**config.mk**
```make
export PLATFORM = sky130hd
export DESIGN_NAME = uring_top
export DESIGN_NICKNAME = d
export VERILOG_FILES = /design/src/rtl/uring_pkg.sv /design/src/rtl/uring_fifo.sv /design/src/rtl/uring_port.sv /design/src/rtl/uring_top.sv
export SDC_FILE = /design/constraint.sdc
export NUM_CORES = 1
export LEC_CHECK = 0
export ABC_AREA = 1
export ABC_CLOCK_PERIOD_IN_PS = 2800
export CAP_MARGIN = 20
export CORE_MARGIN = 4
export CORE_UTILIZATION = 58
export DETAILED_ROUTE_END_ITERATION = 10
export DONT_BUFFER_PORTS = 1
export PLACE_DENSITY = 0.87
export SLEW_MARGIN = 20
export SYNTH_ARGS = -nofsm -noshare
export SYNTH_HDL_FRONTEND = slang
export SYNTH_HIERARCHICAL = 1
export SYNTH_SLANG_ARGS = --single-unit
```
**constraint.sdc**
```tcl
create_clock -name clk -period 2.8 [get_ports clk]
set_clock_uncertainty 0.15 [all_clocks]
set_input_delay 0.56 -clock clk [delete_from_list [all_inputs] [get_ports clk]]
set_output_delay 0.56 -clock clk [all_outputs]
set_load 0.02 [all_outputs]
```
**src/rtl/uring_pkg.sv**
```systemverilog
package uring_pkg;

  typedef enum logic [1:0] {
    REG_RXDATA = 2'd0,
    REG_TXDATA = 2'd1,
    REG_STATUS = 2'd2,
    REG_CTRL   = 2'd3
  } reg_sel_e;

  localparam int unsigned ST_RXVALID = 0;
  localparam int unsigned ST_RXFULL  = 1;
  localparam int unsigned ST_TXEMPTY = 2;
  localparam int unsigned ST_TXFULL  = 3;
  localparam int unsigned ST_IE      = 4;
  localparam int unsigned ST_OVRUN   = 5;

  localparam int unsigned CT_TXRST = 0;
  localparam int unsigned CT_RXRST = 1;
  localparam int unsigned CT_IE    = 4;

  // successor of a ring pointer over 'slots' positions
  function automatic int unsigned ring_next(input int unsigned p, input int unsigned slots);
    return (p + 1 >= slots) ? 0 : p + 1;
  endfunction

  function automatic logic [31:0] pack_status(input logic rx_valid, input logic rx_full,
                                              input logic tx_empty, input logic tx_full,
                                              input logic ie, input logic ovr);
    logic [31:0] s;
    s = '0;
    s[ST_RXVALID] = rx_valid;
    s[ST_RXFULL]  = rx_full;
    s[ST_TXEMPTY] = tx_empty;
    s[ST_TXFULL]  = tx_full;
    s[ST_IE]      = ie;
    s[ST_OVRUN]   = ovr;
    return s;
  endfunction

endpackage

```
**src/rtl/uring_fifo.sv**
```systemverilog
module uring_fifo
  import uring_pkg::*;
#(
  parameter int CAP = 6,
  parameter int W   = 8
) (
  input  logic         clk,
  input  logic         rst_n,
  input  logic         flush,
  input  logic         push,
  input  logic [W-1:0] din,
  input  logic         pop,
  output logic [W-1:0] dout,
  output logic         empty,
  output logic         full,
  output logic         drop
);
  localparam int SLOTS = CAP + 1;
  localparam int PW    = (SLOTS > 1) ? $clog2(SLOTS) : 1;

  logic [W-1:0]  mem [SLOTS];
  logic [PW-1:0] wptr, rptr, wnext, rnext;
  logic          do_push, do_pop;

  assign wnext   = PW'(ring_next(32'(wptr), SLOTS));
  assign rnext   = PW'(ring_next(32'(rptr), SLOTS));
  assign empty   = (rptr == wptr);
  assign full    = (rptr == wnext);
  assign do_push = push && !full;
  assign do_pop  = pop && !empty;
  assign drop    = push && full;
  assign dout    = mem[rptr];

  always_ff @(posedge clk) begin
    if (!rst_n || flush) begin
      wptr <= '0;
      rptr <= '0;
    end else begin
      if (do_push) wptr <= wnext;
      if (do_pop)  rptr <= rnext;
    end
  end

  always_ff @(posedge clk) begin
    if (do_push && !flush) mem[wptr] <= din;
  end
endmodule

```
**src/rtl/uring_port.sv**
```systemverilog
module uring_port
  import uring_pkg::*;
#(
  parameter int CAP = 6,
  parameter int W   = 8
) (
  input  logic         clk,
  input  logic         rst_n,
  input  logic         rd_rx,
  input  logic         wr_tx,
  input  logic [W-1:0] tx_din,
  input  logic         wr_ctrl,
  input  logic         ctrl_txrst,
  input  logic         ctrl_rxrst,
  input  logic         ie,
  input  logic         rx_push,
  input  logic [W-1:0] rx_din,
  input  logic         tx_pop,
  output logic [W-1:0] tx_dout,
  output logic [31:0]  rx_word,
  output logic [31:0]  status,
  output logic         rx_evt,
  output logic         tx_evt,
  output logic         rx_flush,
  output logic         tx_flush,
  output logic         rx_empty,
  output logic         rx_full,
  output logic         tx_empty,
  output logic         tx_full,
  output logic         ovr
);
  logic [W-1:0] rx_dout;
  logic         rx_drop, tx_drop_unused;
  logic         rx_ne_q, tx_e_q;

  assign rx_flush = wr_ctrl && ctrl_rxrst;
  assign tx_flush = wr_ctrl && ctrl_txrst;

  uring_fifo #(.CAP(CAP), .W(W)) u_rx (
    .clk(clk), .rst_n(rst_n), .flush(rx_flush),
    .push(rx_push), .din(rx_din), .pop(rd_rx),
    .dout(rx_dout), .empty(rx_empty), .full(rx_full), .drop(rx_drop)
  );

  uring_fifo #(.CAP(CAP), .W(W)) u_tx (
    .clk(clk), .rst_n(rst_n), .flush(tx_flush),
    .push(wr_tx), .din(tx_din), .pop(tx_pop),
    .dout(tx_dout), .empty(tx_empty), .full(tx_full), .drop(tx_drop_unused)
  );

  always_ff @(posedge clk) begin
    if (!rst_n) begin
      ovr     <= 1'b0;
      rx_ne_q <= 1'b0;
      tx_e_q  <= 1'b1;
    end else begin
      if (rx_flush)     ovr <= 1'b0;
      else if (rx_drop) ovr <= 1'b1;
      rx_ne_q <= !rx_empty;
      tx_e_q  <= tx_empty;
    end
  end

  assign rx_evt  = !rx_empty && !rx_ne_q;
  assign tx_evt  = tx_empty && !tx_e_q;
  assign rx_word = rx_empty ? 32'd0 : 32'(rx_dout);
  assign status  = pack_status(!rx_empty, rx_full, tx_empty, tx_full, ie, ovr);
endmodule

```
**src/rtl/uring_top.sv**
```systemverilog
module uring_top
  import uring_pkg::*;
#(
  parameter int NP  = 4,
  parameter int CAP = 6,
  parameter int W   = 8,
  localparam int PB = (NP > 1) ? $clog2(NP) : 1,
  localparam int AW = PB + 4
) (
  input  logic            clk,
  input  logic            rst_n,
  input  logic            bus_valid,
  input  logic            bus_write,
  input  logic [AW-1:0]   bus_addr,
  input  logic [31:0]     bus_wdata,
  output logic [31:0]     bus_rdata,
  input  logic [NP-1:0]   rx_push,
  input  logic [NP*W-1:0] rx_data,
  input  logic [NP-1:0]   tx_pop,
  output logic [NP*W-1:0] tx_data,
  output logic [NP-1:0]   tx_avail,
  output logic [2*NP-1:0] irq_flags,
  output logic            irq
);
  logic [PB-1:0] port_f;
  reg_sel_e      reg_f;
  logic [NP-1:0] rd_rx_w, wr_tx_w, stat_hit_w, wr_ctrl_w;
  logic [NP-1:0] rx_evt_w, tx_evt_w, rx_flush_w, tx_flush_w;
  logic [NP-1:0] rx_empty_w, rx_full_w, tx_empty_w, tx_full_w, ovr_w;
  logic [NP-1:0] ie_q, pend_q;
  logic [31:0]   rx_word_w [NP];
  logic [31:0]   status_w  [NP];

  assign port_f = bus_addr[AW-1:4];
  assign reg_f  = reg_sel_e'(bus_addr[3:2]);

  for (genvar i = 0; i < NP; i++) begin : g_port
    logic hit;
    assign hit           = bus_valid && (port_f == PB'(i));
    assign rd_rx_w[i]    = hit && !bus_write && (reg_f == REG_RXDATA);
    assign wr_tx_w[i]    = hit && bus_write && (reg_f == REG_TXDATA);
    assign stat_hit_w[i] = hit && (reg_f == REG_STATUS);
    assign wr_ctrl_w[i]  = hit && bus_write && (reg_f == REG_CTRL);

    uring_port #(.CAP(CAP), .W(W)) u_port (
      .clk(clk), .rst_n(rst_n),
      .rd_rx(rd_rx_w[i]), .wr_tx(wr_tx_w[i]), .tx_din(bus_wdata[W-1:0]),
      .wr_ctrl(wr_ctrl_w[i]), .ctrl_txrst(bus_wdata[CT_TXRST]),
      .ctrl_rxrst(bus_wdata[CT_RXRST]), .ie(ie_q[i]),
      .rx_push(rx_push[i]), .rx_din(rx_data[i*W +: W]), .tx_pop(tx_pop[i]),
      .tx_dout(tx_data[i*W +: W]), .rx_word(rx_word_w[i]), .status(status_w[i]),
      .rx_evt(rx_evt_w[i]), .tx_evt(tx_evt_w[i]),
      .rx_flush(rx_flush_w[i]), .tx_flush(tx_flush_w[i]),
      .rx_empty(rx_empty_w[i]), .rx_full(rx_full_w[i]),
      .tx_empty(tx_empty_w[i]), .tx_full(tx_full_w[i]), .ovr(ovr_w[i])
    );

    always_ff @(posedge clk) begin
      if (!rst_n) begin
        ie_q[i]   <= 1'b0;
        pend_q[i] <= 1'b0;
      end else begin
        if (wr_ctrl_w[i]) ie_q[i] <= bus_wdata[CT_IE];
        if (rx_evt_w[i] || tx_evt_w[i]) pend_q[i] <= 1'b1;
        else if (stat_hit_w[i])         pend_q[i] <= 1'b0;
      end
    end

    assign tx_avail[i] = !tx_empty_w[i];
  end

  always_comb begin
    bus_rdata = '0;
    for (int i = 0; i < NP; i++) begin
      if (bus_valid && !bus_write && (port_f == PB'(i))) begin
        case (reg_f)
          REG_RXDATA: bus_rdata = rx_word_w[i];
          REG_STATUS: bus_rdata = status_w[i];
          default:    bus_rdata = '0;
        endcase
      end
    end
  end

  assign irq_flags = {ie_q, pend_q};
  assign irq       = |(ie_q & pend_q);
endmodule

```
# Word-level counts from Yosys, hierarchy flattened
# Memories as Yosys holds them, arrays and structs flattened. A register that Yosys moved wholly into a read port is not among the register bits.
# Index checks and enable logic that the tools add are counted.
dict set report op_classes {
  addsub 16
  magnitude_cmp 16
  n_eq_ne 22
  muxes 68
  bitwise 2
  reduce_logical 134
}
# cell n
set op_table {}
lappend op_table {{$pmux W32 S2} 4}
lappend op_table {{$mux W32} 4}
lappend op_table {{$mux W3} 32}
lappend op_table {{$logic_and A1 B1 Y1} 77}
lappend op_table {{$add A3 B1 Y4 const B} 16}
lappend op_table {{$ge A4 B3 Y1 const B} 16}
lappend op_table {{$eq A3 B3 Y1} 16}
lappend op_table {{$logic_not A1 Y1} 34}
lappend op_table {{$mux W8} 4}
lappend op_table {{$mux W1} 24}
lappend op_table {{$logic_or A1 B1 Y1} 12}
lappend op_table {{$eq A2 B2 Y1 const B} 4}
lappend op_table {{$reduce_bool A2 Y1} 4}
lappend op_table {{$reduce_or A2 Y1} 4}
lappend op_table {{$and A4 B4 Y4} 1}
lappend op_table {{$eq A2 B1 Y1 const B} 2}
lappend op_table {{$logic_not A2 Y1} 2}
lappend op_table {{$reduce_or A4 Y1} 1}
lappend op_table {{$not A1 Y1} 1}
dict set report word_totals {
  reg_bits 68
  mem_bits_rw 448
  in_bits 82
  wordCells 302
  mem_count 8
}
# name words word_bits rd rd_ports_with_merged_regs wr line_no
set mem_list {}
lappend mem_list {{g_port[0].u_port.u_rx.mem} 7 8 1 1 1 uring_fifo.sv:21} ;# logic [W-1:0] mem [SLOTS];
lappend mem_list {{g_port[0].u_port.u_tx.mem} 7 8 1 1 1 uring_fifo.sv:21}
lappend mem_list {{g_port[1].u_port.u_rx.mem} 7 8 1 1 1 uring_fifo.sv:21}
lappend mem_list {{g_port[1].u_port.u_tx.mem} 7 8 1 1 1 uring_fifo.sv:21}
lappend mem_list {{g_port[2].u_port.u_rx.mem} 7 8 1 1 1 uring_fifo.sv:21}
lappend mem_list {{g_port[2].u_port.u_tx.mem} 7 8 1 1 1 uring_fifo.sv:21}
lappend mem_list {{+2 memories} -- -- -- -- -- --}

# Logic depth before layout (Yosys ltp)
# Gate-level depths: netlist of run 1.
dict set report logic_depth {
  depth_word 9
  depth_mapped 14
}

# Cells and area by module
# The synthesis of run 1 kept the hierarchy.
# mod instances cells_each area_each_um2 seq_area_each_um2
set by_module_without_submodules {}
lappend by_module_without_submodules {{uring_fifo (g_port[2].u_port.u_rx ...)} 4 244 2808.9 1861.8}
lappend by_module_without_submodules {{uring_fifo (g_port[0].u_port.u_rx ...)} 4 250 2805.2 1861.8}
lappend by_module_without_submodules {uring_top 1 687 3062.9 160.2}
lappend by_module_without_submodules {uring_port 4 90 600.6 60.1}

# Least setup slack after synthesis of run 1
# No wires, ideal clock.
dict set report synth_timing {
  kind {input to register}
  startpoint {input port bus_addr[3]}
  endpoint {memory g_port[1].u_port.u_tx.mem[0][0] (enable)}
  setup_time_ps 383
  arrival_ps 2239
  slack_ps 28
  path_stages 6
  path_cell_list {buf_2 -> inv_1 -> nand2_1 -> nor3_1 -> nand3_4 -> nor3_1}
}
# item line_no
set synth_lines {}
lappend synth_lines {{start, declared} uring_top.sv:14} ;# input logic [AW-1:0] bus_addr,
lappend synth_lines {{$eq A2 B1 Y1} uring_top.sv:41} ;# assign wr_tx_w[i] = hit && bus_write && (reg_f == REG_TXDATA);
lappend synth_lines {{$logic_and A1 B1 Y1} uring_top.sv:41}
lappend synth_lines {{net wr_tx_w[1]} uring_top.sv:27} ;# logic [NP-1:0] rd_rx_w, wr_tx_w, stat_hit_w, wr_ctrl_w;
lappend synth_lines {{$logic_and A1 B1 Y1} uring_fifo.sv:29} ;# assign do_push = push && !full;
lappend synth_lines {{$logic_and A1 B1 Y1} uring_fifo.sv:45} ;# if (do_push && !flush) mem[wptr] <= din;
lappend synth_lines {{$mux W1} uring_fifo.sv:45}
lappend synth_lines {{$mux W1 (implied by the code)} uring_fifo.sv:45}
lappend synth_lines {{end, declared} uring_fifo.sv:21}
# The timed path passes the listed nets, and every way through them passes these cells.

==> out/qor.yml, run 1 <==
worst_setup_path:
  cp_num_buf_inv: 4
  cp_top_family: "simple AND/OR/NAND/NOR gates"
  reg2reg_to: "g_port[2].u_port/u_rx/mem[4][5]"
  slowest_stage: "dfxtp_4"
  max_stage_delay_ns: 0.36
  required_ns: 2.09
  crit_path_end_kind: "primary output"
  reg2reg_from: "g_port[2].u_port/u_rx/wptr[1]"
  cpMostUsedCell: "nand2_1"
  worstPathCellList: "inv_4 > buf_4 > nand2_1 > a32o_1 > a21oi_1 > inv_1 > nor2_1 > nand2_1 > nand2_1 > nand2_1 > nand4_1 > buf_6"
  startpoint_type: "flip-flop"
  rrSetupSlack_ns: 0.38
  worstPathMaxFanout: 6
  worstSetupPathType: "reg2out"
  worstPathArrival_ns: 2.50
  rr_worst_depth: 12
sta:
  setup_ws_ns: -0.415
  tightest_slew_ns: 1.10
  slew_headroom_pct: 26.7
  slew_violations: 0
  holdWs_ns: 0.0214
  layout_min_cycle_time_ns: 3.21
  post-route-period-util_pct: 115
  hold_violations: 0
  tns_ns: -2.70
  max_freq_mhz: 311
  finalSetupViolations: 8
  rsz0062_at_grt: "yes"
drt:
  drt_iter0_drc: 2266
  vias_per_cell: 5.54
  wl_per_cell_um: 18.2
  first_pass_iters: 6
  remaining_drc_errors: 0
  routed-via-count: 21200
  ant_nets: 0
  wirelength_um: 69600
die:
  initial_core_util_pct: 58.5
  die_w_um: 227
  row_count: 80
  core_area_sq_um: 47600
  io_pins: 159
  dieArea_sq_um: 51700
  die_h_um: 227
global_routing:
  grt_max_degree: 101
  grt.overflow.total: 0
  grt_use_total_pct: 25.9
  grt_pass1_vias: 20000
  antenna_found_initial: 2
  grt_first_pass_wirelength_um: 106000
pwr:
  total_power_mw: 23.1
  power_density_nw_per_um2: 729
  ir_worst_vdd_mv: 0.514
  power_leakage_nw: 13.2
final_layout:
  layout.cells.non_filler: 3831
  final_nets: 3283
  n_fill_cell: 3272
  final-seq-area_sq_um: 15400
  multi_input_area_sq_um: 10500
  drive_gt1_share_pct: 17.1
  synthToLayoutAreaGrowth_pct: 13.7
logic_synthesis:
  syn-instance-count: 3015
  yosysWarnings: 6
  syn-cell-area_sq_um: 27900
  avgSynthCellArea_sq_um: 9.25
clocking:
  clkTransAtPathRegs_ns: 0.06
  cts_num_sinks: 540
  cts_tree: "built"
  cts_buffer_depth: 3
  cts_buffers: 55
  clkLatencyLatePin_ns: 0.61
  htree_levels: 2
  cts_root_buf: "clkbuf_16"
worst_hold_path:
  min_path_type: "in2reg"
  hp-start: "bus_write"
  whs_endpoint: "irq_flags[6]"
  hold_depth: 3
job:
  max-cap-violations: 0
placement:
  portBuffers: 0
  routabilityCongestion: 0.889
  dp_hpwl_um: 40700
  dp_cells: 3639
outcome:
  status: "finished, violations left"
  violations: "setup timing"
## worst max path at each step
stage / startpoint / to / slack, ns / cells after the start
2_1_floorplan: bus_addr[3] / g_port[1].u_port/u_tx/mem[2][0] / 0.08 / 6
3_3_place_gp: g_port[1].u_port/u_rx/wptr[0] / g_port[1].u_port/u_rx/mem[0][3] / 0.14 / 10
3_5_place_dp: g_port[1].u_port/u_rx/wptr[0] / g_port[1].u_port/u_rx/mem[4][0] / 0.02 / 10
4_1_cts: g_port[1].u_port/u_rx/wptr[1] / bus_rdata[1] / -0.32 / 14
5_1_grt: g_port[2].u_port/u_tx/wptr[0] / bus_rdata[3] / -0.46 / 14
6_report: flip-flop / bus_rdata[2] / -0.41 / 12
## power breakdown
part / switching, mW / internal (mW)
registers: 0.399 / 9.12
clock network: 3.15 / 4.67
logic: 3.77 / 1.99
## state kept, by name, summed over array words and instances, names as in the netlist, 8 cells and up, named ones only
| name | flops |
|---|---|
| g_port.u_port/u_tx/mem | 224 |
| g_port.u_port/u_rx/wptr | 12 |
| g_port.u_port/u_rx/mem | 224 |
| g_port.u_port/u_tx/rptr | 12 |
| g_port.u_port/u_tx/wptr | 12 |
| irq_flags | 8 |
| g_port.u_port/u_rx/rptr | 12 |
## worst register-to-register path: stages (launching register included)
cell	delay (ns)
dfxtp_4	0.36
ha_4	0.17
inv_1	0.10
nand2_1	0.09
nand2_2	0.10
nand3_1	0.12
nand2_1	0.12
nand2_2	0.07
nand3_4	0.08
buf_4	0.14
nand3_4	0.11
nor3_1	0.24
buf_4	0.25
## metal layers
layer	track usage [%]	part of all wire (%)
met1	32.4	37
met2	43.0	48
met3	5.83	9.1
met4	12.2	5.0
met5	0	0
## layout make-up
| type | instances | area share [%] |
|---|---|---|
| flip-flops and latches | 540 | 48.5 |
| multi-input cells | 2095 | 33.0 |
| repair buffers | 252 | 7.13 |
| clock buffers | 60 | 4.47 |
| inverters | 225 | 2.85 |
| well taps | 615 | 2.43 |
| clock inverters | 41 | 1.61 |
| diodes | 3 | 0.0237 |
## layout by cell type, fill, tap and decap left out, drive strengths merged, types with 24 or more instances in the layout
cell         count
a211oi          40
a21oi          188
a32o            32
buf            211
clkbuf          62
conb           200
dfxtp           92
dlygate4sd3     39
edfxtp         448
ha              32
inv            224
nand2          921
nand3          186
nand4           53
nor2           212
nor3            54
o21ai          113
o22ai           32
xnor2           24
## per-stage QoR
step	setup WS, ns	cell area [sq um]	utilization, %
floorplan	0.0837	28600	-
global placement	0.137	28300	59.4
detailed placement	0.0150	28300	59.4
CTS	-0.321	31300	65.7
global route	-0.461	31700	66.5
finish	-0.415	31700	66.5
## timing repair
action / CTS / global route
endpoints found under the setup margin: 30 / 34
hold endpoints to repair: 478 / 0
cloned: 4 / 2
hold buffers: 44 / 0
gates resized for setup: 146 / 81
buffers inserted: 24 / 14
pin swaps: 24 / 21
Note: power is estimated with default switching activity, not from simulation.
==> run 2: changes to the inputs <==
Settings changed: SKIP_LAST_GASP from default to 1.
==> out/qor.yml, run 2 (same netlist as run 1, synthesis figures left out) <==
outcome:
  status: "finished, violations left"
  violations: "setup timing"
die:
  io_pins: 159
  dieArea_sq_um: 51700
  die_h_um: 227
  die_w_um: 227
  core_area_sq_um: 47600
  row_count: 80
  initial_core_util_pct: 58.5
placement:
  portBuffers: 0
  dp_cells: 3639
  dp_hpwl_um: 40700
  routabilityCongestion: 0.889
worst_setup_path:
  cp_num_buf_inv: 3
  crit_path_end_kind: "primary output"
  startpoint_type: "flip-flop"
  worstPathCellList: "ha_4 > inv_1 > nand2_1 > nand2_2 > nand3_1 > nand2_1 > nand2_2 > nand3_4 > inv_1 > nand3_1 > nand2_2 > nand2_1 > nand4_1 > buf_6"
  max_stage_delay_ns: 0.37
  required_ns: 2.09
  slowest_stage: "dfxtp_4"
  worstPathMaxFanout: 4
  cp_top_family: "simple AND/OR/NAND/NOR gates"
  worstPathArrival_ns: 2.54
  worstSetupPathType: "reg2out"
drt:
  first_pass_iters: 6
  remaining_drc_errors: 0
  wl_per_cell_um: 18.3
  ant_nets: 0
  routed-via-count: 21200
  wirelength_um: 69900
  vias_per_cell: 5.54
  drt_iter0_drc: 2108
clocking:
  cts_tree: "built"
  cts_root_buf: "clkbuf_16"
  cts_num_sinks: 540
  clkTransAtPathRegs_ns: 0.06
  cts_buffers: 55
  clkLatencyLatePin_ns: 0.61
  cts_buffer_depth: 3
  htree_levels: 2
final_layout:
  drive_gt1_share_pct: 17.0
  final_nets: 3281
  layout.cells.most_common: "nand2_1"
  multi_input_area_sq_um: 10500
  final-seq-area_sq_um: 15400
  utilization_pct: 66.6
  n_fill_cell: 3276
  layout.cells.non_filler: 3829
  synthToLayoutAreaGrowth_pct: 13.8
  final_cell_mix: "nand2_1, edfxtp_1, conb_1, nor2_1, inv_1"
  top_regs: "g_port.u_port/u_rx/mem x224, g_port.u_port/u_tx/mem x224"
global_routing:
  grt_first_pass_wirelength_um: 105000
  grt_pass1_vias: 19700
  grt.overflow.total: 0
  grt_max_degree: 101
  antenna_found_initial: 2
  grt_use_total_pct: 25.5
sta:
  finalSetupViolations: 8
  slew_headroom_pct: 24.3
  post-route-period-util_pct: 116
  slew_violations: 0
  setup_ws_ns: -0.446
  hold_violations: 0
  rsz0062_at_grt: "yes"
  tns_ns: -2.78
  max_freq_mhz: 308
  holdWs_ns: 0.0258
  tightest_slew_ns: 1.13
  layout_min_cycle_time_ns: 3.25
job:
  max-cap-violations: 0
pwr:
  power_density_nw_per_um2: 729
  power_leakage_nw: 13.2
  ir_worst_vdd_mv: 0.535
  total_power_mw: 23.1
worst_hold_path:
  min_path_type: "in2reg"
-- run 2: changes by cell type in the layout (fill, tap and decap cells not counted), moves of 2 or more --
cell / change
buf_6: +2
nand3_4: +2
buf_4: -6
o21ai_1: +4
dfxtp_1: -2
nand3_1: -2
a211oi_1: +2
o21ai_0: -3
a211oi_2: -2
-- run 2: power by group --
part	leakage [nW]	total, mW	switching (mW)	internal, mW
sequential	4.82	9.52	0.399	9.12
clock	0.933	7.82	3.15	4.67
combinational	7.47	5.79	3.79	2.00
total	13.2	23.1	7.35	15.8
-- run 2: worst paths after layout --
path,startpoint,end,slack [ns],cells after the start
min,rst_n,flip-flop,0.03,2
min reg2reg,g_port[0].u_port/ovr,g_port[0].u_port/ovr,0.34,2
max,g_port[2].u_port/u_rx/wptr[0],bus_rdata[1],-0.45,14
max reg2reg,g_port[3].u_port/u_rx/wptr[1],g_port[3].u_port/u_rx/mem[6][1],0.39,10
-- run 2: timing repair --
action	in CTS	in global routing
buffers inserted	24	10
cloned	4	4
pin swaps	24	43
hold buffers	44	0
setup endpoints to repair	30	34
endpoints found under the hold margin	478	0
gates resized for setup	136	101
-- run 2: per-stage QoR --
stage / setup WS [ns] / cell area, sq um
floorplan: 0.0837 / 28600
global placement: 0.137 / 28300
detailed placement: 0.0150 / 28300
CTS: -0.321 / 31300
global route: -0.490 / 31700
finish: -0.446 / 31700
-- run 2: cell type report --
cell class,instances,share of cell area (%)
diodes,3,0.0237
flip-flops and latches,540,48.5
repair inverters,1,0.0158
repair buffers,249,7.13
multi-input cells,2095,33.0
well taps,615,2.42
clock inverters,41,1.61
clock buffers,60,4.46
inverters,225,2.86
-- run 2: worst register-to-register path: stages, from the launching register on --
cell,delay [ns]
dfxtp_4,0.38
ha_4,0.17
inv_1,0.09
nand2_1,0.06
nand2_1,0.10
nand3_1,0.11
nand2_1,0.10
nand2_2,0.06
nand3_4,0.11
nand3_4,0.12
nor2_1,0.60
-- run 2: routing by layer --
| layer | part of all wire, % | global-route usage (%) | wire length (um) |
|---|---|---|---|
| met3 | 8.9 | 5.38 | 6220 |
| met1 | 37 | 32.3 | 26100 |
| met4 | 4.3 | 10.1 | 3030 |
| met5 | 0 | 0 | 0 |
| met2 | 49 | 43.4 | 34600 |
==> run 3: changes to the inputs <==
Settings changed: PLACE_DENSITY 0.87 to 0.81.
==> out/qor.yml, run 3 (same netlist as run 1, synthesis figures left out) <==
die:
  die_h_um: 227
  io_pins: 159
  row_count: 80
  core_area_sq_um: 47600
  dieArea_sq_um: 51700
  initial_core_util_pct: 58.5
  die_w_um: 227
clocking:
  cts_buffer_depth: 3
  htree_levels: 2
  cts_root_buf: "clkbuf_16"
  cts_num_sinks: 540
  cts_buffers: 55
  clkLatencyLatePin_ns: 0.62
  cts_tree: "built"
  clkTransAtPathRegs_ns: 0.06
sta:
  setup_ws_ns: -0.260
  post-route-period-util_pct: 109
  hold_violations: 0
  max_freq_mhz: 327
  rsz0062_at_grt: "yes"
  tns_ns: -1.90
  slew_headroom_pct: 28.4
  tightest_slew_ns: 1.07
  finalSetupViolations: 8
  slew_violations: 0
  layout_min_cycle_time_ns: 3.06
drt:
  first_pass_iters: 6
  wl_per_cell_um: 17.6
  vias_per_cell: 5.47
  routed-via-count: 20900
  remaining_drc_errors: 0
  drt_iter0_drc: 1924
  wirelength_um: 67000
  ant_nets: 0
worst_setup_path:
  required_ns: 2.09
  startpoint_type: "flip-flop"
  worstPathMaxFanout: 8
  cp_num_buf_inv: 4
  slowest_stage: "dfxtp_4"
  worstPathArrival_ns: 2.35
  cp_top_family: "simple AND/OR/NAND/NOR gates"
  worstPathCellList: "inv_4 > ha_1 > inv_2 > nand4_1 > nand2_2 > nand3_4 > inv_1 > nand3_1 > nand2_1 > nand2_1 > nand4_1 > buf_6"
  max_stage_delay_ns: 0.40
  crit_path_end_kind: "primary output"
  worstSetupPathType: "reg2out"
final_layout:
  n_fill_cell: 3480
  finish.instance_area_sq_um: 31700
  final-seq-area_sq_um: 15400
  synthToLayoutAreaGrowth_pct: 13.5
  drive_gt1_share_pct: 17.0
  diodes: 0
  final_nets: 3267
  top_regs: "g_port.u_port/u_rx/mem x224, g_port.u_port/u_tx/mem x224"
  utilization_pct: 66.4
  multi_input_area_sq_um: 10500
  layout.cells.most_common: "nand2_1"
  final_cell_mix: "nand2_1, edfxtp_1, nor2_1, conb_1, inv_1"
global_routing:
  grt_pass1_vias: 20000
  grt_first_pass_wirelength_um: 103000
  grt.overflow.total: 0
  grt_use_total_pct: 25.0
  antenna_found_initial: 3
  grt_max_degree: 101
placement:
  portBuffers: 0
  routabilityCongestion: 0.904
  place_ws_ns: 0.105
  dp_hpwl_um: 42400
  dpl_cell_area_sq_um: 28100
pwr:
  ir_worst_vdd_mv: 0.542
  power_leakage_nw: 13.2
  power_density_nw_per_um2: 717
  total_power_mw: 22.7
worst_hold_path:
  min_path_type: "in2reg"
outcome:
  status: "finished, violations left"
  violations: "setup timing"
job:
  max-cap-violations: 0
==> run 3: changes by cell type in the layout (fill, tap and decap cells not counted), sizes merged, moves of 2 or more <==
cell and change:
clkbuf +3, bufinv -4, dlygate4sd3 +3, diode -3, buf -17, inv +2
==> run 3: final cells by class <==
cell class	instances	share of cell area (%)
clock buffers	62	4.56
clock inverters	41	1.36
inverters	225	2.93
multi-input cells	2095	33.1
flip-flops and latches	540	48.6
well taps	615	2.43
repair buffers	236	6.96
==> run 3: power breakdown <==
group	internal, mW	leakage, nW	total, mW	switching (mW)
registers	9.13	4.82	9.58	0.448
logic	1.95	7.45	5.60	3.66
clock network	4.38	0.922	7.53	3.15
==> run 3: worst paths after layout <==
kind | endpoint | startpoint | cells after the start | slack (ns)
max | bus_rdata[1] | g_port[2].u_port/u_rx/wptr[0] | 12 | -0.26
min | g_port[0].u_port/ovr | rx_push[0] | 4 | 0.02
max reg2reg | g_port[2].u_port/u_rx/mem[6][4] | g_port[2].u_port/u_rx/wptr[0] | 9 | 0.33
min reg2reg | g_port[0].u_port/ovr | g_port[0].u_port/ovr | 2 | 0.34
==> run 3: through the flow <==
step / cells / hold slack (ns)
2_1_floorplan: 3211 / 0.306
3_3_place_gp: 3616 / 0.318
3_5_place_dp: 3616 / 0.330
4_1_cts: 3790 / 0.000445
5_1_grt: 3814 / 0.0262
6_report: 3814 / 0.0244
==> run 3: layer usage <==
| metal | vias up | wire length, um | track usage [%] | part of all wire, % |
|---|---|---|---|---|
| met4 | 4 | 1930 | 7.94 | 2.9 |
| li1 | 10000 | - | - | - |
| met3 | 150 | 5200 | 5.11 | 7.8 |
| met5 | - | 24 | 0 | 0.036 |
| met2 | 795 | 33400 | 43.3 | 50 |
| met1 | 9898 | 26500 | 31.7 | 40 |
==> run 3: worst reg2reg max path: cells and delay by family (launching register included) <==
family,cells,cell delay [ns]
flops,1,0.40
simple gates,6,1.10
fa+ha+maj,1,0.31
buf+inv,2,0.15
==> run 3: what timing repair did <==
item / in CTS / in global routing
hold buffers: 47 / 0
setup buffers: 20 / 18
gates resized for setup: 146 / 117
cloned: 4 / 6
hold endpoints to repair: 486 / 0
endpoints found under the setup margin: 32 / 25
pin swaps: 27 / 39
